===== config.mk =====
export PLATFORM = sky130hd
export DESIGN_NAME = uwm_merge_top
export DESIGN_NICKNAME = d
export VERILOG_FILES = /design/src/rtl/uwm_pkg.sv /design/src/rtl/uwm_lane_ctl.sv /design/src/rtl/uwm_lane_mux.sv /design/src/rtl/uwm_merge_top.sv
export SDC_FILE = /design/constraint.sdc
export NUM_CORES = 1
export LEC_CHECK = 0
export BUFFER_PORTS_ARGS = -buffer_cell sky130_fd_sc_hd__buf_2
export CAP_MARGIN = 10
export CORE_AREA = 2 2 97 99
export DETAILED_ROUTE_END_ITERATION = 7
export DIE_AREA = 0 0 99 101
export PLACE_DENSITY = 0.81
export SLEW_MARGIN = 20
export SYNTH_ARGS = -nofsm -noshare
export SYNTH_HDL_FRONTEND = slang
export SYNTH_SLANG_ARGS = --single-unit

===== constraint.sdc =====
create_clock -name clk -period 5.9 [get_ports clk]
set_input_delay 1.18 -clock clk [delete_from_list [all_inputs] [get_ports clk]]
set_output_delay 1.18 -clock clk [all_outputs]
set_load 0.05 [all_outputs]

===== src/rtl/uwm_pkg.sv =====
package uwm_pkg;

    localparam int BYTE_W = 8;

    typedef enum logic [1:0] {
        MOP_LD_LEFT  = 2'b00,
        MOP_LD_RIGHT = 2'b01,
        MOP_ST_LEFT  = 2'b10,
        MOP_ST_RIGHT = 2'b11
    } merge_op_e;

    function automatic logic op_is_load(input merge_op_e op);
        return (op == MOP_LD_LEFT) || (op == MOP_LD_RIGHT);
    endfunction

    function automatic logic op_is_left(input merge_op_e op);
        return (op == MOP_LD_LEFT) || (op == MOP_ST_LEFT);
    endfunction

endpackage


===== src/rtl/uwm_lane_ctl.sv =====
module uwm_lane_ctl
    import uwm_pkg::*;
#(
    parameter int LANES = 4,
    localparam int OFS_W = $clog2(LANES)
) (
    input  merge_op_e              op,
    input  logic [OFS_W-1:0]       ofs,
    output logic [LANES-1:0]       take_new,
    output logic [LANES-1:0][OFS_W-1:0] src_idx
);
    localparam int TOP = LANES - 1;

    // Lane 0 is the least significant byte. The rules differ by
    // direction (left/right) and by whether memory or register is new.
    for (genvar i = 0; i < LANES; i++) begin : g_lane
        always_comb begin
            int k;
            k = int'(ofs);
            take_new[i] = 1'b0;
            src_idx[i]  = '0;
            unique case (op)
                MOP_LD_LEFT: begin
                    take_new[i] = (i >= TOP - k);
                    src_idx[i]  = OFS_W'(i - (TOP - k));
                end
                MOP_LD_RIGHT: begin
                    take_new[i] = (i <= TOP - k);
                    src_idx[i]  = OFS_W'(i + k);
                end
                MOP_ST_LEFT: begin
                    take_new[i] = (i <= k);
                    src_idx[i]  = OFS_W'(i + (TOP - k));
                end
                MOP_ST_RIGHT: begin
                    take_new[i] = (i >= k);
                    src_idx[i]  = OFS_W'(i - k);
                end
                default: begin
                    take_new[i] = 1'b0;
                    src_idx[i]  = '0;
                end
            endcase
        end
    end

endmodule


===== src/rtl/uwm_lane_mux.sv =====
module uwm_lane_mux
    import uwm_pkg::*;
#(
    parameter int LANES = 4,
    localparam int OFS_W = $clog2(LANES),
    localparam int DW    = LANES * BYTE_W
) (
    input  logic [LANES-1:0]            take_new,
    input  logic [LANES-1:0][OFS_W-1:0] src_idx,
    input  logic [DW-1:0]               new_word,
    input  logic [DW-1:0]               keep_word,
    output logic [DW-1:0]               merged
);
    logic [LANES-1:0][BYTE_W-1:0] new_b;
    logic [LANES-1:0][BYTE_W-1:0] keep_b;
    logic [LANES-1:0][BYTE_W-1:0] out_b;

    assign new_b  = new_word;
    assign keep_b = keep_word;

    for (genvar i = 0; i < LANES; i++) begin : g_byte
        assign out_b[i] = take_new[i] ? new_b[src_idx[i]] : keep_b[i];
    end

    assign merged = out_b;

endmodule


===== src/rtl/uwm_merge_top.sv =====
module uwm_merge_top
    import uwm_pkg::*;
#(
    parameter int ADDR_W = 32,
    parameter int LANES  = 4,
    parameter int REG_IDX_W = 5
) (
    input  logic                    clk,
    input  logic                    rst,
    input  logic                    req_valid,
    input  logic [1:0]              req_op,
    input  logic [ADDR_W-1:0]       req_ea,
    input  logic [REG_IDX_W-1:0]    req_dest,
    input  logic [LANES*8-1:0]      req_reg,
    input  logic [LANES*8-1:0]      req_mem,
    output logic                    rsp_valid,
    output logic [ADDR_W-1:0]       rsp_addr,
    output logic [LANES*8-1:0]      rsp_data,
    output logic                    rsp_reg_we,
    output logic                    rsp_mem_we
);
    localparam int OFS_W = $clog2(LANES);
    localparam int DW    = LANES * BYTE_W;

    typedef struct packed {
        logic              valid;
        logic [ADDR_W-1:0] addr;
        logic [DW-1:0]     data;
        logic              reg_we;
        logic              mem_we;
    } merge_rsp_t;

    merge_op_e               op;
    logic [OFS_W-1:0]        ofs;
    logic                    is_load;
    logic                    dest_zero;
    logic [LANES-1:0]        take_new;
    logic [LANES-1:0][OFS_W-1:0] src_idx;
    logic [DW-1:0]           new_word;
    logic [DW-1:0]           keep_word;
    logic [DW-1:0]           merged;
    merge_rsp_t              nxt;
    merge_rsp_t              cur;

    assign op        = merge_op_e'(req_op);
    assign ofs       = req_ea[OFS_W-1:0];
    assign is_load   = op_is_load(op);
    assign dest_zero = (req_dest == '0);
    assign new_word  = is_load ? req_mem : req_reg;
    assign keep_word = is_load ? req_reg : req_mem;

    uwm_lane_ctl #(.LANES(LANES)) u_ctl (
        .op       (op),
        .ofs      (ofs),
        .take_new (take_new),
        .src_idx  (src_idx)
    );

    uwm_lane_mux #(.LANES(LANES)) u_mux (
        .take_new  (take_new),
        .src_idx   (src_idx),
        .new_word  (new_word),
        .keep_word (keep_word),
        .merged    (merged)
    );

    always_comb begin
        nxt.valid  = req_valid;
        nxt.addr   = {req_ea[ADDR_W-1:OFS_W], {OFS_W{1'b0}}};
        nxt.data   = (is_load && dest_zero) ? req_reg : merged;
        nxt.reg_we = req_valid && is_load && !dest_zero;
        nxt.mem_we = req_valid && !is_load;
    end

    always_ff @(posedge clk) begin
        if (rst) cur <= '0;
        else     cur <= nxt;
    end

    assign rsp_valid  = cur.valid;
    assign rsp_addr   = cur.addr;
    assign rsp_data   = cur.data;
    assign rsp_reg_we = cur.reg_we;
    assign rsp_mem_we = cur.mem_we;

endmodule


==> results.toml, run 1 <==
[status]
outcome = "finished clean"

[synth]
yosysWarningCount = 0
synth_cell_type_count = 53
syn_area_um2 = 4687
synth_edf_count = 0
synth_flop_cell = "dfxtp_1"
synth-async-reset-ratio_pct = 0
synth_seq_cells = 65
seq_area_frac_synth_pct = 27.76
syn_area_per_cell_um2 = 10.87
netlist_instances = 431

[clock_tree]
cts_tree = "yes"
cts.hold.buffers_added = 0
h-tree-depth = 3
cts_root_buf = "clkbuf_8"
postCtsSetupBuffers = 0
cts.repair.resized = 0
cts_buffers = 9
clk_pin_slew_worst_paths_ns = 0.09
clk_path_buf_depth = 2
cts_sinks = 65

[cells_and_area]
nFillCells = 744
multi_input_comb_area_um2 = 3080
final_common_cell = "buf_2"
layout.area.seq_um2 = 1301
layout_common_cells = "buf_2, dfxtp_1, mux4_2"
layout-drive-gt1-share_pct = 42.57
antenna_cells = 0
area_growth_pct = 22.08
nets = 705
instances_no_fill = 703

[setup_path]
start_kind = "input pin"
crit_type = "in -> reg"
cp.arrival_ns = 4.11
startpoint = "req_op[0]"
cp-end-kind = "register"
crit_path_max_incr_delay_ns = 0.91
cp_data_required_time_ns = 6.13
critPathMaxFanout = 22
crit_path_end = "rsp_data[8]$_SDFF_PP0_"
cp_slowest_cell = "o311a_1"
crit_chain = "buf_2, inv_1, ha_1, nand3b_1, o311a_1, buf_4, mux2_1, o211ai_1, o31ai_1"

[timing]
grt_setup_unrepaired = "false"
post-route-period-util_pct = 65.78
fin_setup_tns_ns = 0
setup_viol = 0
worstMarginPinSlew_ns = 1.116
layout_min_cycle_time_ns = 3.881
max_freq_ghz = 0.2577
drv_slew = 0
hold_viol = 0
maxSlewHeadroom_pct = 25.61

[floorplan]
die_x_um = 99
start_util_pct = 52.21
core_um2 = 8977
chipHeight_um = 101
rows = 35
die_area_um2 = 9999
io_pins = 173

[power]
clockPowerShare_pct = 27.5
switchingPower_w = 0.0005698
power_frac_seq_pct = 33.0
irDropWorstVdd_mv = 0.1355
power_w = 0.001500
combPwrFrac_pct = 39.5
p_int_w = 0.0009305
leakage_nw = 2.546
switching_share_pct = 37.98
power_density_nw_per_um2 = 262.2

[global_route]
gr-total-overflow = 0
grt_pass1_vias = 4167
grt.total_usage_pct = 27.72
grt_max_degree = 51
antenna_found_initial = 0
grt_pass1_wl_mm = 21.68

[route]
post_drt_via_cell_ratio = 6.336
first_pass_iters = 6
drt_first_iter_violations = 425
vias = 4454
drcViolationCount = 0
final_antenna_net_count = 0
wirelength_mm = 14.04
wl_per_cell_um = 19.97

[placement]
place_hpwl_mm = 9.806
io_buffers = 170
routabilityCongestion = 0.8833
dpl.cell_count = 687

[job]
maxCapViolations = 0

[min_path]
hp-class = "in -> reg"
==> registers in the layout (all words and copies together) (netlist names) <==
signal / count
rsp_valid: 1
rsp_reg_we: 1
rsp_data: 32
rsp_mem_we: 1
rsp_addr: 30
==> area by class of cell <==
class / count / area share, %
clock buffers: 11 / 2.296
clock inverters: 5 / 1.400
inverters: 25 / 1.640
multi-input cells: 310 / 53.84
flip-flops and latches: 65 / 22.74
well taps: 111 / 2.427
repair buffers: 176 / 15.66
==> synth_stat cells, types with 6 or more instances <==
| cell | instances | area share [%] |
|---|---|---|
| dfxtp_1 | 65 | 28 |
| mux4_2 | 45 | 22 |
| nor2b_1 | 39 | 5.2 |
| mux2i_1 | 33 | 7.0 |
| nor3_1 | 32 | 3.4 |
| a22oi_1 | 23 | 3.7 |
| inv_1 | 23 | 1.8 |
| nor2_1 | 21 | 1.7 |
| ha_1 | 12 | 3.2 |
| o21ai_1 | 11 | 1.2 |
| buf_6 | 10 | 2.4 |
| a211oi_1 | 9 | 1.4 |
| clkbuf_1 | 9 | 0.72 |
| o31ai_1 | 9 | 1.4 |
| mux2_1 | 7 | 1.7 |
| nand2_1 | 7 | 0.56 |
| o211ai_1 | 7 | 1.1 |
| a2111oi_1 | 6 | 1.3 |
| buf_2 | 6 | 0.64 |
| buf_4 | 6 | 0.96 |
| o221ai_1 | 6 | 1.1 |
==> worst min path at each step <==
stage	from	endpoint	slack, ns	cells past startpoint
floorplan	req_ea[10]	rsp_addr[10]$_SDFF_PP0_	1.31	1
global placement	req_ea[23]	rsp_addr[23]$_SDFF_PP0_	1.39	2
detailed placement	req_ea[6]	rsp_addr[6]$_SDFF_PP0_	1.39	2
CTS	req_ea[26]	rsp_addr[26]$_SDFF_PP0_	1.02	2
global route	req_ea[28]	rsp_addr[28]$_SDFF_PP0_	1.03	2
finish	req_ea[26]	rsp_addr[26]$_SDFF_PP0_	1.02	2
==> per-layer routing <==
| metal | track usage (%) | vias to the layer above | wire, um |
|---|---|---|---|
| met4 | 12.64 | 0 | 408 |
| met3 | 4.646 | 43 | 1639 |
| li1 | - | 1981 | - |
| met2 | 45.01 | 352 | 6831 |
| met1 | 36.48 | 2078 | 5158 |
| met5 | 0 | - | 0 |
==> metrics by stage <==
step / setup WS, ns / cell area, um^2 / hold slack, ns / utilization (%)
2_1_floorplan: 2.766 / 4691 / 1.308 / -
3_3_place_gp: 1.795 / 5505 / 1.386 / 61.32
3_5_place_dp: 1.681 / 5510 / 1.395 / 61.38
4_1_cts: 2.065 / 5722 / 1.019 / 63.74
5_1_grt: 1.838 / 5722 / 1.027 / 63.74
6_report: 2.019 / 5722 / 1.023 / 63.74
==> cells by family after synthesis <==
group	Yosys count	share of synthesized area [%]
compound gates	94	16.18
xor+xnor	2	0.6943
fa+ha+maj	12	3.203
buf+inv	57	6.807
flops	65	27.76
mux	88	32.03
other cells	1	0.08001
simple gates	112	13.24
==> critical path: cells and delay by family <==
family                   cells  cell delay [ns]
AO/OA/AOI/OAI                3             1.16
multiplexers                 1             0.34
buffers and inverters        3             0.68
AND/OR/NAND/NOR              1             0.19
adder cells (fa/ha/maj)      1             0.55
==> power by group through the flow <==
stage	clock, W	sequential [W]	combinational, W
finish	0.000413	0.000495	0.000592
detailed placement	0	0.000504	0.000585
global placement	0	0.000504	0.000574
CTS	0.000419	0.000495	0.000586
floorplan	0	0.000659	0.000283
global route	0.000437	0.000498	0.000625
(Power assumes the default switching activity.)
==> run 2, diff against run 1 <==
CORE_AREA = 2 2 99 101   (was 2 2 97 99)
DIE_AREA = 0 0 101 103   (was 0 0 99 101)
PLACE_DENSITY = 0.78   (was 0.81)
clock period = 3.64 ns   (was 5.9 ns; I/O delays follow)
==> run 2 against run 1 <==
Clock power is 33% higher. Critical endpoint is now rsp_data[22]$_SDFF_PP0_. Via count is 1.1% higher. Clock-buffer cell count is 2 lower. Non-clock buffer count is 12 higher. Highest routed layer unchanged. Core utilization is 2.6 points lower. Cell area is 1.0% higher. Worst setup slack worse by 1.3 ns. Total power is 56% higher. Sequential cell count stayed put. Sequential share of layout area is 0.23 points lower. Sequential power is 62% higher.
==> results.toml, run 2 (synthesis gave the netlist of run 1 again) <==
[timing]
setup_viol = 0
drv_slew = 0
fin_setup_tns_ns = 0
layout_min_cycle_time_ns = 2.926
hold_viol = 0
max_freq_ghz = 0.3418
whs_ns = 0.5727
grt_setup_unrepaired = "false"
maxSlewHeadroom_pct = 20.15
worstMarginPinSlew_ns = 1.189
post-route-period-util_pct = 80.38

[global_route]
grt.total_usage_pct = 27.36
gr-total-overflow = 0
grt_pass1_vias = 4205
grt_max_degree = 51
antenna_found_initial = 0
grt_pass1_wl_mm = 21.60

[floorplan]
die_area_um2 = 10400
rows = 36
start_util_pct = 49.55
chipHeight_um = 103
core_um2 = 9459
io_pins = 173
die_x_um = 101

[cells_and_area]
area_growth_pct = 23.33
multi_input_comb_area_um2 = 3075
nFillCells = 784
nets = 717
layout-drive-gt1-share_pct = 43.78
final_core_util_pct = 61.11
layout.area.seq_um2 = 1301
antenna_cells = 0
stdcell_area_um2 = 5781
layout_common_cells = "buf_2, dfxtp_1, mux4_2"
final_common_cell = "buf_2"
largest_reg_flops = 32

[clock_tree]
clk_pin_slew_worst_paths_ns = 0.07
clk_path_buf_depth = 2
cts_tree = "yes"
postCtsSetupBuffers = 0
cts_root_buf = "clkbuf_8"
h-tree-depth = 3
cts.repair.resized = 0
cts_buffers = 9
cts_sinks = 65
cts.hold.buffers_added = 0

[placement]
place_hpwl_mm = 10.33
routabilityCongestion = 0.9073
place_area_um2 = 5612
io_buffers = 170

[route]
vias = 4502
final_antenna_net_count = 0
wl_per_cell_um = 19.95
drcViolationCount = 0
first_pass_iters = 6
wirelength_mm = 14.30
post_drt_via_cell_ratio = 6.279
drt_first_iter_violations = 369

[setup_path]
critPathMaxFanout = 13
cp.arrival_ns = 3.12
start_kind = "input pin"
crit_type = "in -> reg"
cp-end-kind = "register"
cp_data_required_time_ns = 3.83

[status]
outcome = "finished clean"

[min_path]
hp-class = "in -> reg"

[power]
power_density_nw_per_um2 = 403.8
leakage_nw = 2.589
irDropWorstVdd_mv = 0.1705
power_w = 0.002334

[job]
maxCapViolations = 0
-- run 2: changes by cell type in the layout (fill, tap and decap cells not counted) --
cell	change
buf_4	+11
bufinv_16	-2
clkbuf_1	-2
a211oi_1	+1
a211oi_2	-1
buf_12	+1
clkinv_4	+1
clkinvlp_4	+1
inv_6	+1
-- run 2: layer usage --
layer  track usage (%)  up-vias  share of wire, %  wire length (um)
li1                  -     2007                 -                 -
met1             34.34     2141                38              5432
met2             45.49      307                49              6967
met3             6.983       47                11              1509
met4             10.91        0               2.7               393
met5                 0        -                 0                 0
-- run 2: worst paths after layout --
check	start	to	slack [ns]	depth (start not counted)
max	req_op[0]	rsp_data[22]$_SDFF_PP0_	0.71	9
min	req_ea[24]	rsp_addr[24]$_SDFF_PP0_	0.57	2
-- run 2: where the power goes --
group          leakage, nW  total (W)  switching (W)  internal (W)
Sequential           0.541   0.000803      0.0000206      0.000782
Combinational         1.97   0.000980       0.000623      0.000358
Clock               0.0777   0.000551       0.000307      0.000245
-- run 2: worst max-delay path, stage by stage --
cell      delay [ns]
buf_2           0.16
inv_1           0.15
ha_1            0.55
nor2_1          0.15
o22ai_2         0.41
buf_4           0.29
mux4_2          0.31
a22oi_1         0.21
o221ai_1        0.16
-- run 2: final cells by class --
type                       count  area share [%]
sequential                    65           22.51
inverter                      25           1.623
clock buffer                   9           2.143
tap                          114           2.468
clock inverter                 6          0.7792
multi-input combinational    310           53.20
timing repair buffer         188           17.27
-- run 2: per-stage QoR --
step | setup WS, ns | cells
after floorplan | 0.9581 | 432
after global placement | 0.5188 | 702
after detailed placement | 0.3444 | 702
after CTS | 0.7473 | 717
after global routing | 0.5585 | 717
final | 0.7141 | 717
